===== src/rtl/hilo_pkg.sv =====
package hilo_pkg;

  typedef enum logic [5:0] {
    FN_MFHI = 6'h10,
    FN_MTHI = 6'h11,
    FN_MFLO = 6'h12,
    FN_MTLO = 6'h13,
    FN_MULS = 6'h18,
    FN_MULU = 6'h19,
    FN_DIVS = 6'h1A,
    FN_DIVU = 6'h1B
  } fn_code_e;

  typedef enum logic [1:0] {
    PH_IDLE = 2'd0,
    PH_RUN  = 2'd1,
    PH_DONE = 2'd2
  } phase_e;

endpackage


===== src/rtl/hilo_operand_prep.sv =====
module hilo_operand_prep #(
  parameter int WIDTH = 32
) (
  input  logic [WIDTH-1:0] src_a,
  input  logic [WIDTH-1:0] src_b,
  input  logic             signed_op,
  output logic [WIDTH-1:0] mag_a,
  output logic [WIDTH-1:0] mag_b,
  output logic             neg_main,
  output logic             neg_rem
);

  function automatic logic [WIDTH-1:0] magnitude(logic [WIDTH-1:0] v, logic s);
    return (s && v[WIDTH-1]) ? -v : v;
  endfunction

  always_comb begin
    mag_a    = magnitude(src_a, signed_op);
    mag_b    = magnitude(src_b, signed_op);
    // a zero divisor keeps the all-ones quotient unnegated
    neg_main = signed_op && (src_a[WIDTH-1] ^ src_b[WIDTH-1]) && (|src_b);
    neg_rem  = signed_op && src_a[WIDTH-1];
  end

endmodule


===== src/rtl/hilo_iter_core.sv =====
module hilo_iter_core #(
  parameter int WIDTH = 32
) (
  input  logic             clk,
  input  logic             rst_n,
  input  logic             load,
  input  logic             step,
  input  logic             is_div,
  input  logic [WIDTH-1:0] mag_a,
  input  logic [WIDTH-1:0] mag_b,
  output logic [WIDTH-1:0] acc_hi,
  output logic [WIDTH-1:0] acc_lo
);

  localparam int PAIR_W = 2 * WIDTH;

  logic [WIDTH-1:0]  hi_q, lo_q, opb_q;
  logic [PAIR_W-1:0] nxt_pair;

  // one shift-add round: add the operand when the low bit is set, then shift right
  function automatic logic [PAIR_W-1:0] mul_round(logic [WIDTH-1:0] h,
                                                  logic [WIDTH-1:0] l,
                                                  logic [WIDTH-1:0] m);
    logic [WIDTH:0] s;
    s = {1'b0, h} + (l[0] ? {1'b0, m} : {(WIDTH+1){1'b0}});
    return {s, l[WIDTH-1:1]};
  endfunction

  // one restoring round: shift in a dividend bit, keep the difference if it is not negative
  function automatic logic [PAIR_W-1:0] div_round(logic [WIDTH-1:0] h,
                                                  logic [WIDTH-1:0] l,
                                                  logic [WIDTH-1:0] d);
    logic [WIDTH:0]   sh;
    logic [WIDTH+1:0] df;
    sh = {h, l[WIDTH-1]};
    df = {1'b0, sh} - {2'b00, d};
    if (df[WIDTH+1]) return {sh[WIDTH-1:0], l[WIDTH-2:0], 1'b0};
    else             return {df[WIDTH-1:0], l[WIDTH-2:0], 1'b1};
  endfunction

  always_comb begin
    nxt_pair = is_div ? div_round(hi_q, lo_q, opb_q) : mul_round(hi_q, lo_q, opb_q);
  end

  always_ff @(posedge clk or negedge rst_n) begin
    if (!rst_n) begin
      hi_q  <= '0;
      lo_q  <= '0;
      opb_q <= '0;
    end else if (load) begin
      hi_q  <= '0;
      lo_q  <= mag_a;
      opb_q <= mag_b;
    end else if (step) begin
      hi_q <= nxt_pair[PAIR_W-1:WIDTH];
      lo_q <= nxt_pair[WIDTH-1:0];
    end
  end

  assign acc_hi = hi_q;
  assign acc_lo = lo_q;

endmodule


===== src/rtl/hilo_result_fix.sv =====
module hilo_result_fix #(
  parameter int WIDTH = 32
) (
  input  logic [WIDTH-1:0] acc_hi,
  input  logic [WIDTH-1:0] acc_lo,
  input  logic             is_div,
  input  logic             neg_main,
  input  logic             neg_rem,
  output logic [WIDTH-1:0] res_hi,
  output logic [WIDTH-1:0] res_lo
);

  localparam int PAIR_W = 2 * WIDTH;

  function automatic logic [PAIR_W-1:0] fix_product(logic [PAIR_W-1:0] p, logic n);
    return n ? -p : p;
  endfunction

  function automatic logic [WIDTH-1:0] fix_word(logic [WIDTH-1:0] v, logic n);
    return n ? -v : v;
  endfunction

  logic [PAIR_W-1:0] prod;

  always_comb begin
    prod = fix_product({acc_hi, acc_lo}, neg_main);
    if (is_div) begin
      res_lo = fix_word(acc_lo, neg_main);
      res_hi = fix_word(acc_hi, neg_rem);
    end else begin
      res_lo = prod[WIDTH-1:0];
      res_hi = prod[PAIR_W-1:WIDTH];
    end
  end

endmodule


===== src/rtl/hilo_muldiv_unit.sv =====
module hilo_muldiv_unit
  import hilo_pkg::*;
#(
  parameter int WIDTH = 32
) (
  input  logic             clk,
  input  logic             rst_n,
  input  logic             cmd_valid,
  output logic             cmd_ready,
  input  logic [5:0]       cmd_func,
  input  logic [WIDTH-1:0] cmd_src_a,
  input  logic [WIDTH-1:0] cmd_src_b,
  output logic             busy,
  output logic             rd_valid,
  output logic [WIDTH-1:0] rd_data
);

  localparam int CNT_W = (WIDTH > 2) ? $clog2(WIDTH) : 1;
  localparam logic [CNT_W-1:0] LAST_STEP = CNT_W'(WIDTH - 1);

  phase_e           phase_q;
  logic [CNT_W-1:0] step_cnt_q;
  logic [WIDTH-1:0] hi_q, lo_q;
  logic             r_is_div, r_neg_main, r_neg_rem;

  // named internal events
  logic cmd_fire, start_fire, step_fire, commit_fire;
  logic mt_hi_fire, mt_lo_fire, mf_fire;
  logic is_start, signed_op, start_div;

  logic [WIDTH-1:0] mag_a, mag_b, acc_hi, acc_lo, res_hi, res_lo;
  logic             neg_main, neg_rem;

  assign cmd_ready   = (phase_q == PH_IDLE);
  assign busy        = (phase_q != PH_IDLE);
  assign cmd_fire    = cmd_valid && cmd_ready;
  assign is_start    = (cmd_func == FN_MULS) || (cmd_func == FN_MULU) ||
                       (cmd_func == FN_DIVS) || (cmd_func == FN_DIVU);
  assign signed_op   = (cmd_func == FN_MULS) || (cmd_func == FN_DIVS);
  assign start_div   = (cmd_func == FN_DIVS) || (cmd_func == FN_DIVU);
  assign start_fire  = cmd_fire && is_start;
  assign mt_hi_fire  = cmd_fire && (cmd_func == FN_MTHI);
  assign mt_lo_fire  = cmd_fire && (cmd_func == FN_MTLO);
  assign mf_fire     = cmd_fire && ((cmd_func == FN_MFHI) || (cmd_func == FN_MFLO));
  assign step_fire   = (phase_q == PH_RUN);
  assign commit_fire = (phase_q == PH_DONE);

  hilo_operand_prep #(.WIDTH(WIDTH)) prep_i (
    .src_a     (cmd_src_a),
    .src_b     (cmd_src_b),
    .signed_op (signed_op),
    .mag_a     (mag_a),
    .mag_b     (mag_b),
    .neg_main  (neg_main),
    .neg_rem   (neg_rem)
  );

  hilo_iter_core #(.WIDTH(WIDTH)) core_i (
    .clk    (clk),
    .rst_n  (rst_n),
    .load   (start_fire),
    .step   (step_fire),
    .is_div (r_is_div),
    .mag_a  (mag_a),
    .mag_b  (mag_b),
    .acc_hi (acc_hi),
    .acc_lo (acc_lo)
  );

  hilo_result_fix #(.WIDTH(WIDTH)) fix_i (
    .acc_hi   (acc_hi),
    .acc_lo   (acc_lo),
    .is_div   (r_is_div),
    .neg_main (r_neg_main),
    .neg_rem  (r_neg_rem),
    .res_hi   (res_hi),
    .res_lo   (res_lo)
  );

  // sequencing: idle -> WIDTH step cycles -> one commit cycle -> idle
  always_ff @(posedge clk or negedge rst_n) begin
    if (!rst_n) begin
      phase_q    <= PH_IDLE;
      step_cnt_q <= '0;
      r_is_div   <= 1'b0;
      r_neg_main <= 1'b0;
      r_neg_rem  <= 1'b0;
    end else begin
      case (phase_q)
        PH_IDLE: if (start_fire) begin
          phase_q    <= PH_RUN;
          step_cnt_q <= '0;
          r_is_div   <= start_div;
          r_neg_main <= neg_main;
          r_neg_rem  <= neg_rem;
        end
        PH_RUN: begin
          if (step_cnt_q == LAST_STEP) phase_q <= PH_DONE;
          else step_cnt_q <= step_cnt_q + 1'b1;
        end
        default: phase_q <= PH_IDLE;
      endcase
    end
  end

  always_ff @(posedge clk or negedge rst_n) begin
    if (!rst_n) begin
      hi_q <= '0;
      lo_q <= '0;
    end else if (commit_fire) begin
      hi_q <= res_hi;
      lo_q <= res_lo;
    end else begin
      if (mt_hi_fire) hi_q <= cmd_src_a;
      if (mt_lo_fire) lo_q <= cmd_src_a;
    end
  end

  assign rd_valid = mf_fire;
  assign rd_data  = !mf_fire ? '0 : ((cmd_func == FN_MFHI) ? hi_q : lo_q);

endmodule


===== config.mk =====
export PLATFORM = sky130hd
export DESIGN_NAME = hilo_muldiv_unit
export DESIGN_NICKNAME = d
export VERILOG_FILES = /design/src/rtl/hilo_pkg.sv /design/src/rtl/hilo_operand_prep.sv /design/src/rtl/hilo_iter_core.sv /design/src/rtl/hilo_result_fix.sv /design/src/rtl/hilo_muldiv_unit.sv
export SDC_FILE = /design/constraint.sdc
export NUM_CORES = 1
export LEC_CHECK = 0
export ABC_CLOCK_PERIOD_IN_PS = 8750
export BUFFER_PORTS_ARGS = -buffer_cell sky130_fd_sc_hd__buf_2
export CAP_MARGIN = 10
export CELL_PAD_IN_SITES_DETAIL_PLACEMENT = 1
export CELL_PAD_IN_SITES_GLOBAL_PLACEMENT = 2
export CORE_ASPECT_RATIO = 0.75
export CORE_MARGIN = 4
export CORE_UTILIZATION = 40
export CTS_CLUSTER_DIAMETER = 100
export DETAILED_ROUTE_END_ITERATION = 7
export GPL_TIMING_DRIVEN = 0
export PLACE_DENSITY_LB_ADDON = 0.1
export REMOVE_ABC_BUFFERS = 1
export SYNTH_ARGS = -nofsm -noshare
export SYNTH_HDL_FRONTEND = slang
export SYNTH_HIERARCHICAL = 1
export SYNTH_SLANG_ARGS = --single-unit

===== constraint.sdc =====
create_clock -name clk -period 8.75 [get_ports clk]
set_input_delay 1.3125 -clock clk [delete_from_list [all_inputs] [get_ports clk]]
set_output_delay 1.3125 -clock clk [all_outputs]
set_load 0.01 [all_outputs]

Yosys cells after proc, flatten, opt, wreduce, memory -nomap -nowiden
Cells that the tools add are included.

word-level totals
  flip-flop bits (word level) = 170
  bits in latches = 0
  memory bits (writable) = 0
  ROM bits = 0
  bits of input ports = 73
  memories = 0

cells by class
  add/subtract/negate cells = 8
  $mul = 0
  div/mod/pow operators = 0
  $lt $le $gt $ge = 0
  eq/ne operators = 14
  shift operators = 0
  mux-type cells = 26
  bitwise operators = 1
  reductions and logical operators = 25

operators with widths
  operator                                       number
  2-to-1 mux 32 bit                              17
  2-to-1 mux 64 bit                              3
  negator 32 bit                                 4
  negator 64 bit                                 1
  == test 6 x 5 -> 1 bit, second input constant  8
  subtractor 33 x 32 -> 34 bit                   1
  adder 32 x 33 -> 33 bit                        1
  OR reduction 32 bit                            1
  2-to-1 mux 5 bit                               2
  one-hot mux 5 bit (2 select lines)             1
  nonzero test 2 bit                             5
  logical AND 1 bit                              9
  logical OR 1 bit                               6
  adder 5 x 1 -> 5 bit, second input constant    1
  == test 5 bit, second input constant           1
  2-to-1 mux 2 bit                               2
  != test 2 bit, second input constant           2
  one-hot mux 2 bit (2 select lines)             1
  AND reduction 2 bit                            2
  AND reduction 3 bit                            1
  == test 2 x 1 -> 1 bit, second input constant  1
  == test 2 bit, second input constant           1
  zero test 2 bit                                1
  != test 2 x 1 -> 1 bit, second input constant  1
  bitwise XOR 1 bit                              1

Logic depth before layout (Yosys ltp)
Gate-level depths: netlist of the first run.

  depth after elaboration = 7
  gate-level depth with buffers = 15
  mapped depth without buffers = 14

Modules after synthesis
The synthesis of the first run kept the hierarchy.

by module, submodules not included
  module             times used  cells an instance  area each (µm²)
  hilo_iter_core     1           1008               8029.0
  hilo_muldiv_unit   1           503                4290.4
  hilo_result_fix    1           270                1700.4
  hilo_operand_prep  1           215                1560.2

Least setup slack after synthesis of the first run
No wires, ideal clock.

  kind = in2out
  start point = input port cmd_func[3]
  end point = output port rd_data[0]
  arrival time = 2.234 ns
  data required time = 7.438 ns
  path slack = 5.203 ns
  stages = 5
  buffers on the path = 2
  cells stage by stage = or3_1 buf_2 clkbuf_1 o22ai_1 nor2_1

between the ends
  cells in the longest elaborated chain, start to end = 4
  elaborated cells on any way between the ends = 6
  classes of those cells = eq/ne: 2; mux: 2; reduce/logical: 2

ends and longest elaborated chain
  item                                       RTL line                                         source
  from (decl)                                hilo_muldiv_unit.sv:10                           input logic [5:0] cmd_func,
  == test 6 x 5 -> 1 bit (on tied branches)  hilo_muldiv_unit.sv:44, hilo_muldiv_unit.sv:120
  logical OR 1 bit                           hilo_muldiv_unit.sv:44                           assign mf_fire = cmd_fire && ((cmd_func == FN_MFHI) || (cmd_func == FN_MFLO));
  logical AND 1 bit                          hilo_muldiv_unit.sv:44
  2-to-1 mux 32 bit *                        hilo_muldiv_unit.sv:120                          assign rd_data = !mf_fire ? '0 : ((cmd_func == FN_MFHI) ? hi_q : lo_q);
  to (decl)                                  hilo_muldiv_unit.sv:15                           output logic [WIDTH-1:0] rd_data

Every way passes the cells marked *; elsewhere a longest branch is shown, timed or not.

Worst setup path in the final report of the first run
  start point = input port cmd_func[5]
  end point = output port rd_data[14]

Same word-level chain as after synthesis.

==> results.json, run 1 <==
{
  "status": "finished clean",
  "hpwl_mm": 43.06,
  "start_util_pct": 40.57,
  "layout_commonest_cell": "nor2_1",
  "die_y_um": 178.9,
  "cts_tree": "done",
  "ys.warnings.count": 6,
  "final_layout_size_suffix_gt1_share_pct": 11.52,
  "cts_hold_buf": 0,
  "ant_nets": 0,
  "core_um2": 38400,
  "grt_first_pass_wirelength_mm": 91.83,
  "antennaDiodeCount": 0,
  "fin_area_um2": 17540,
  "rsz0062_at_grt": "no",
  "drtPass1Iterations": 7,
  "cts.sinks": 170,
  "postCtsSetupBuffers": 0,
  "most-common-layout-cells": "nor2_1 (210), nand2_1 (179), dfrtp_1 (169)",
  "fin_crit_sh_pct": 56.61,
  "die_area_um2": 42200,
  "grt_pass1_vias": 15900,
  "powerDensity_nw_per_um2": 381.1,
  "std_cell_rows": 62,
  "final_core_util_pct": 45.68,
  "synth_area_um2": 15580,
  "synth_cell_types": 83,
  "wl_mm": 58.36,
  "layout.cells.non_filler": 2552,
  "setup_viol": 0,
  "dpl_cell_area_um2": 16810,
  "path_cells": "buf_2, and3b_2, nand3_2, nor2_1, buf_2",
  "ctsResizeCount": 0,
  "grtUsageTotal_pct": 27.17,
  "timing.fmax_ghz": 0.2019,
  "slowest_delay_ns": 0.86,
  "wire_per_inst_um": 22.87,
  "grt_overflow_total": 0,
  "syn_avg_cell_area_um2": 7.806,
  "synthFlopType": "dfrtp_1",
  "slew_viol_final": 0,
  "end_kind": "primary output",
  "finalCriticalPeriod_ns": 4.953,
  "async_reset_ff_share_pct": 100.0,
  "max_cap_violations": 0,
  "die_w_um": 235.9,
  "slew-limit-headroom_pct": 22.87,
  "critPathLaunchType": "input port",
  "cp_max_fo": 33,
  "cpMaxStageDelayCell": "nand3_2",
  "syn2layout_area_growth_pct": 12.58,
  "route.detailed.drc": 0,
  "min-delay-path-class": "reg -> reg",
  "vias": 15803,
  "antenna_found_initial": 0,
  "cts_root_buffer": "clkbuf_16",
  "ys_seq_area_share_pct": 27.30,
  "drtIter0Drc": 1158,
  "p_leak_nw": 7.090,
  "vdd_drop_max_mv": 0.1583,
  "gp_congestion": 0.9105,
  "hold_viol": 0,
  "skew_ns": 0.009847,
  "clock_path_buffers": 2,
  "setup_slack_ns": 3.797,
  "io_pins": 108,
  "clkTransAtPathRegs_ns": 0.06,
  "cp.required_ns": 7.44,
  "critical_path_class": "in -> out",
  "numPortBuffers": 107,
  "fin_nets": 2172,
  "synth_seq_cells": 170,
  "synthCells": 1996,
  "placedCellCount": 2516,
  "worst_ep_arrival_time_ns": 3.64,
  "numCtsBuffers": 17,
  "synth-edff-count": 0,
  "htreeDepth": 4,
  "post-place-ws_ns": 3.829,
  "clk_latency_ns": 0.46,
  "viasPerCell": 6.192,
  "crit_top_cell": "buf_2",
  "worst_pin_slew_ns": 1.147,
  "grt_max_degree": 87
}
## cells in the mapped netlist, drive strengths merged (8+ instances only)
master | instances | area, um^2
or2 | 10 | 62.56
a21oi | 127 | 635.6
o211ai | 14 | 105.1
inv | 63 | 236.5
and2 | 38 | 237.7
clkbuf | 89 | 334.1
ha | 70 | 875.8
dfrtp | 170 | 4254
o22ai | 35 | 219.0
nor2b | 9 | 56.30
xnor2 | 111 | 972.2
a31oi | 78 | 488.0
mux2i | 39 | 390.4
o21ai | 169 | 845.8
nand4 | 85 | 538.0
a211oi | 17 | 137.6
nor2 | 210 | 788.3
or4 | 17 | 142.6
nor3 | 37 | 201.5
o41ai | 18 | 225.2
buf | 42 | 226.5
xor2 | 62 | 543.0
or3 | 18 | 112.6
nor4 | 27 | 187.7
nand2b | 20 | 125.1
o31ai | 90 | 700.7
nand2 | 179 | 671.9
nand3 | 21 | 105.1
o21a | 9 | 67.56
a22oi | 8 | 60.06
a21o | 26 | 195.2
## critical path, delay by kind of cell
kind | cells | cell delay [ns]
buf+inv | 2 | 0.31
simple gates | 3 | 1.99
## metrics by stage
stage	total power, mW	hold WS (ns)	setup TNS (ns)
floorplan	4.433	0.4786	0
global placement	5.543	0.4967	-62.02
detailed placement	5.728	0.5237	0
CTS	6.631	0.5303	0
global route	7.237	0.5715	0
finish	6.685	0.5300	0
## where the power goes
group          total [mW]  internal [mW]  switching (mW)
Clock               0.868          0.509           0.360
Sequential           1.67           1.15           0.522
Combinational        4.15           1.67            2.48
## worst paths after layout
kind,end,start,depth (start not counted),slack [ns]
setup / recovery,rd_data[14],cmd_func[5],5,3.80
hold / removal,step_cnt_q[0],step_cnt_q[0],1,0.53
setup reg to reg,core_i/acc_hi[4],core_i/acc_hi[0],14,4.48
hold reg to reg,step_cnt_q[0],step_cnt_q[0],1,0.53
max in group asynchronous,hi_q[28],rst_n,3,7.01
min in group asynchronous,core_i/opb_q[6],rst_n,1,0.69
## flip-flops by register name, summed over array words and instances (netlist names)
name and count:
step_cnt_q 5, core_i/acc_lo 32, core_i/opb_q 32, r_is_div 1
r_neg_main 1, phase_q 2, r_neg_rem 1, core_i/acc_hi 32
lo_q 32, hi_q 32
## cells by family after synthesis
group / Yosys count / share of synthesized area [%]
buffers and inverters: 194 / 5.116
XOR/XNOR: 173 / 9.725
multiplexers: 43 / 2.795
AND/OR/NAND/NOR: 703 / 22.51
flip-flops: 170 / 27.30
AO/OA/AOI/OAI: 641 / 26.67
adder cells (fa/ha/maj): 72 / 5.879
## cell type report
type	instances	area, um^2
clock inverter	10	163.9
sequential	170	4258
fill	4721	20860
tap	512	640.6
multi-input combinational	1632	10580
inverter	63	236.5
timing repair buffer	143	1175
clock buffer	22	484.2
## metal layers
layer  track usage (%)  routed length (um)  vias to the layer above  share of wire (%)
met2             41.66               25250                      410                 43
met5                 0                   0                        -                  0
li1                  -                   -                     7431                  -
met3             4.244                3127                       52                5.4
met1             40.63               29250                     7910                 50
met4             5.429                 728                        0                1.2
Note: power is estimated with default switching activity, not from simulation.
==> run 2: changes to the inputs <==
ABC_CLOCK_PERIOD_IN_PS = 4100   (was 8750)
CORE_UTILIZATION = 34   (was 40)
clock period = 4.1 ns   (was 8.75 ns; I/O delays follow)
==> run 2 against run 1 <==
Effect of this change:
- die area increased by 17%
- utilization decreased by 6.5 points
- non-clock buffer count increased by 3
- critical path depth increased by 4
- clock skew increased by 0.0010 ns
- first-iteration DRC count decreased by 8.0%
- final cell count increased by 3.0%
- critical path type is now reg -> reg
- design area increased by 0.66%
- via count decreased by 0.91%
- critical endpoint is now hi_q[19]
==> results.json, run 2 (synthesis results as in run 1) <==
{
  "rr_worst_depth": 9,
  "p_total_mw": 14.24,
  "numPortBuffers": 107,
  "drtPass1Iterations": 5,
  "max_cap_violations": 0,
  "fin_nets": 2175,
  "final_layout_size_suffix_gt1_share_pct": 12.10,
  "powerDensity_nw_per_um2": 806.4,
  "syn2layout_area_growth_pct": 13.33,
  "viasPerCell": 5.959,
  "hpwl_mm": 45.26,
  "worst_ep_arrival_time_ns": 4.26,
  "cp-startpoint": "core_i/acc_lo[0]",
  "r2r_slack_ns": 0.17,
  "clock_path_buffers": 2,
  "worst_pin_slew_ns": 1.144,
  "gp_congestion": 0.9042,
  "fin_crit_sh_pct": 95.80,
  "r2r_start": "core_i/acc_lo[0]",
  "cts_root_buffer": "clkbuf_16",
  "slew-limit-headroom_pct": 23.13,
  "cp_max_fo": 20,
  "fill_cells": 5442,
  "p_leak_nw": 7.075,
  "ant_nets": 0,
  "cts_hold_buf": 0,
  "skew_ns": 0.01088,
  "drtIter0Drc": 1065,
  "grt_overflow_total": 0,
  "finalCriticalPeriod_ns": 3.928,
  "cts_tree": "done",
  "fin_area_um2": 17660,
  "end_kind": "register",
  "htreeDepth": 4,
  "most-common-layout-cells": "nor2_1 (210), nand2_1 (179), dfrtp_1 (165)",
  "grt_pass1_vias": 15710,
  "std_cell_rows": 67,
  "grt_max_degree": 89,
  "cts.sinks": 170,
  "numCtsBuffers": 17,
  "cp.required_ns": 4.43,
  "setup_viol": 0,
  "dpl_cell_area_um2": 16990,
  "hold_viol": 0,
  "rsz0062_at_grt": "no",
  "core_um2": 45020,
  "slew_viol_final": 0,
  "antenna_found_initial": 0,
  "clkTransAtPathRegs_ns": 0.07,
  "critPathLaunchType": "register",
  "wl_mm": 60.78,
  "reg2reg_to": "hi_q[19]",
  "grtUsageTotal_pct": 24.28,
  "clk_latency_ns": 0.47,
  "vias": 15659,
  "io_pins": 108,
  "min-delay-path-class": "in -> async",
  "layout_commonest_cell": "nor2_1",
  "wire_per_inst_um": 23.13,
  "die_area_um2": 49350,
  "die_w_um": 255.2,
  "die_y_um": 193.4,
  "start_util_pct": 34.61,
  "route.detailed.drc": 0,
  "timing.fmax_ghz": 0.2546,
  "vdd_drop_max_mv": 0.3691,
  "status": "finished clean",
  "critical_path_class": "reg -> reg",
  "finalSetupTns_ns": 0,
  "antennaDiodeCount": 0,
  "grt_first_pass_wirelength_mm": 95.58
}
-- run 2: changes by cell type in the layout (fill, tap and decap cells not counted), sizes merged --
cell,delta
clkinvlp,+2
bufinv,-2
clkbuf,-2
buf,+3
clkinv,+1
-- run 2: timing repair --
item | 4_1_cts | 5_1_grt
pin swaps | 1 | 2
endpoints found under the setup margin | 25 | 17
hold endpoints to repair | 0 | 0
resized for setup | 3 | 13
setup buffers | 1 | 2
-- run 2: how the worst max path moves through the flow --
stage | end | slack (ns) | depth (start not counted)
after detailed placement | core_i/acc_hi[30] | -0.53 | 13
after floorplan | core_i/acc_hi[18] | -1.98 | 4
after CTS | hi_q[19] | 0.04 | 8
after global routing | core_i/acc_hi[29] | 0.009 | 14
after global placement | core_i/acc_hi[30] | -6.78 | 5
final | hi_q[19] | 0.17 | 9
-- run 2: area by class of cell --
cell class	instances	area [um^2]	share of cell area, %
Tap cell	586	733.2	4.153
Inverter	63	236.5	1.339
Clock buffer	20	446.7	2.530
Sequential cell	170	4265	24.16
Clock inverter	11	123.9	0.7015
Timing Repair Buffer	146	1221	6.916
Multi-Input combinational cell	1632	10630	60.20
-- run 2: per-stage QoR --
| step | hold slack, ns | setup slack, ns | util, % | std cells |
|---|---|---|---|---|
| finish | 0.1671 | 0.1724 | 39.22 | 2628 |
| CTS | 0.1908 | 0.03607 | 39.03 | 2625 |
| global route | 0.2195 | 0.008719 | 39.22 | 2628 |
| global placement | 0.4995 | -6.775 | 36.18 | 2558 |
| floorplan | 0.3194 | -1.982 | - | 1865 |
| detailed placement | 0.5211 | -0.5257 | 37.73 | 2593 |
-- run 2: worst max-delay path, stage by stage, from the launching register on --
cell and delay [ns]:
dfrtp_4 0.59, buf_16 0.21, nor4_2 0.48, nand2_1 0.32, or4_1 0.66, o21ai_1 0.72, o21ai_0 0.27, xor2_1 0.22
nor2_1 0.25, a31oi_1 0.07
-- run 2: routing by layer --
metal / track usage [%] / wire length [um] / vias to the layer above
met1: 38.10 / 31830 / 7890
li1: - / - / 7430
met5: 0 / 0 / -
met4: 3.575 / 438 / 0
met3: 3.799 / 2718 / 22
met2: 35.56 / 25790 / 317
-- run 2: power by group --
part	switching (mW)	leakage (nW)	internal, mW
Clock	0.787	0.260	0.909
Combinational	5.33	4.80	3.62
Sequential	1.14	2.01	2.46
Total	7.26	7.07	6.98
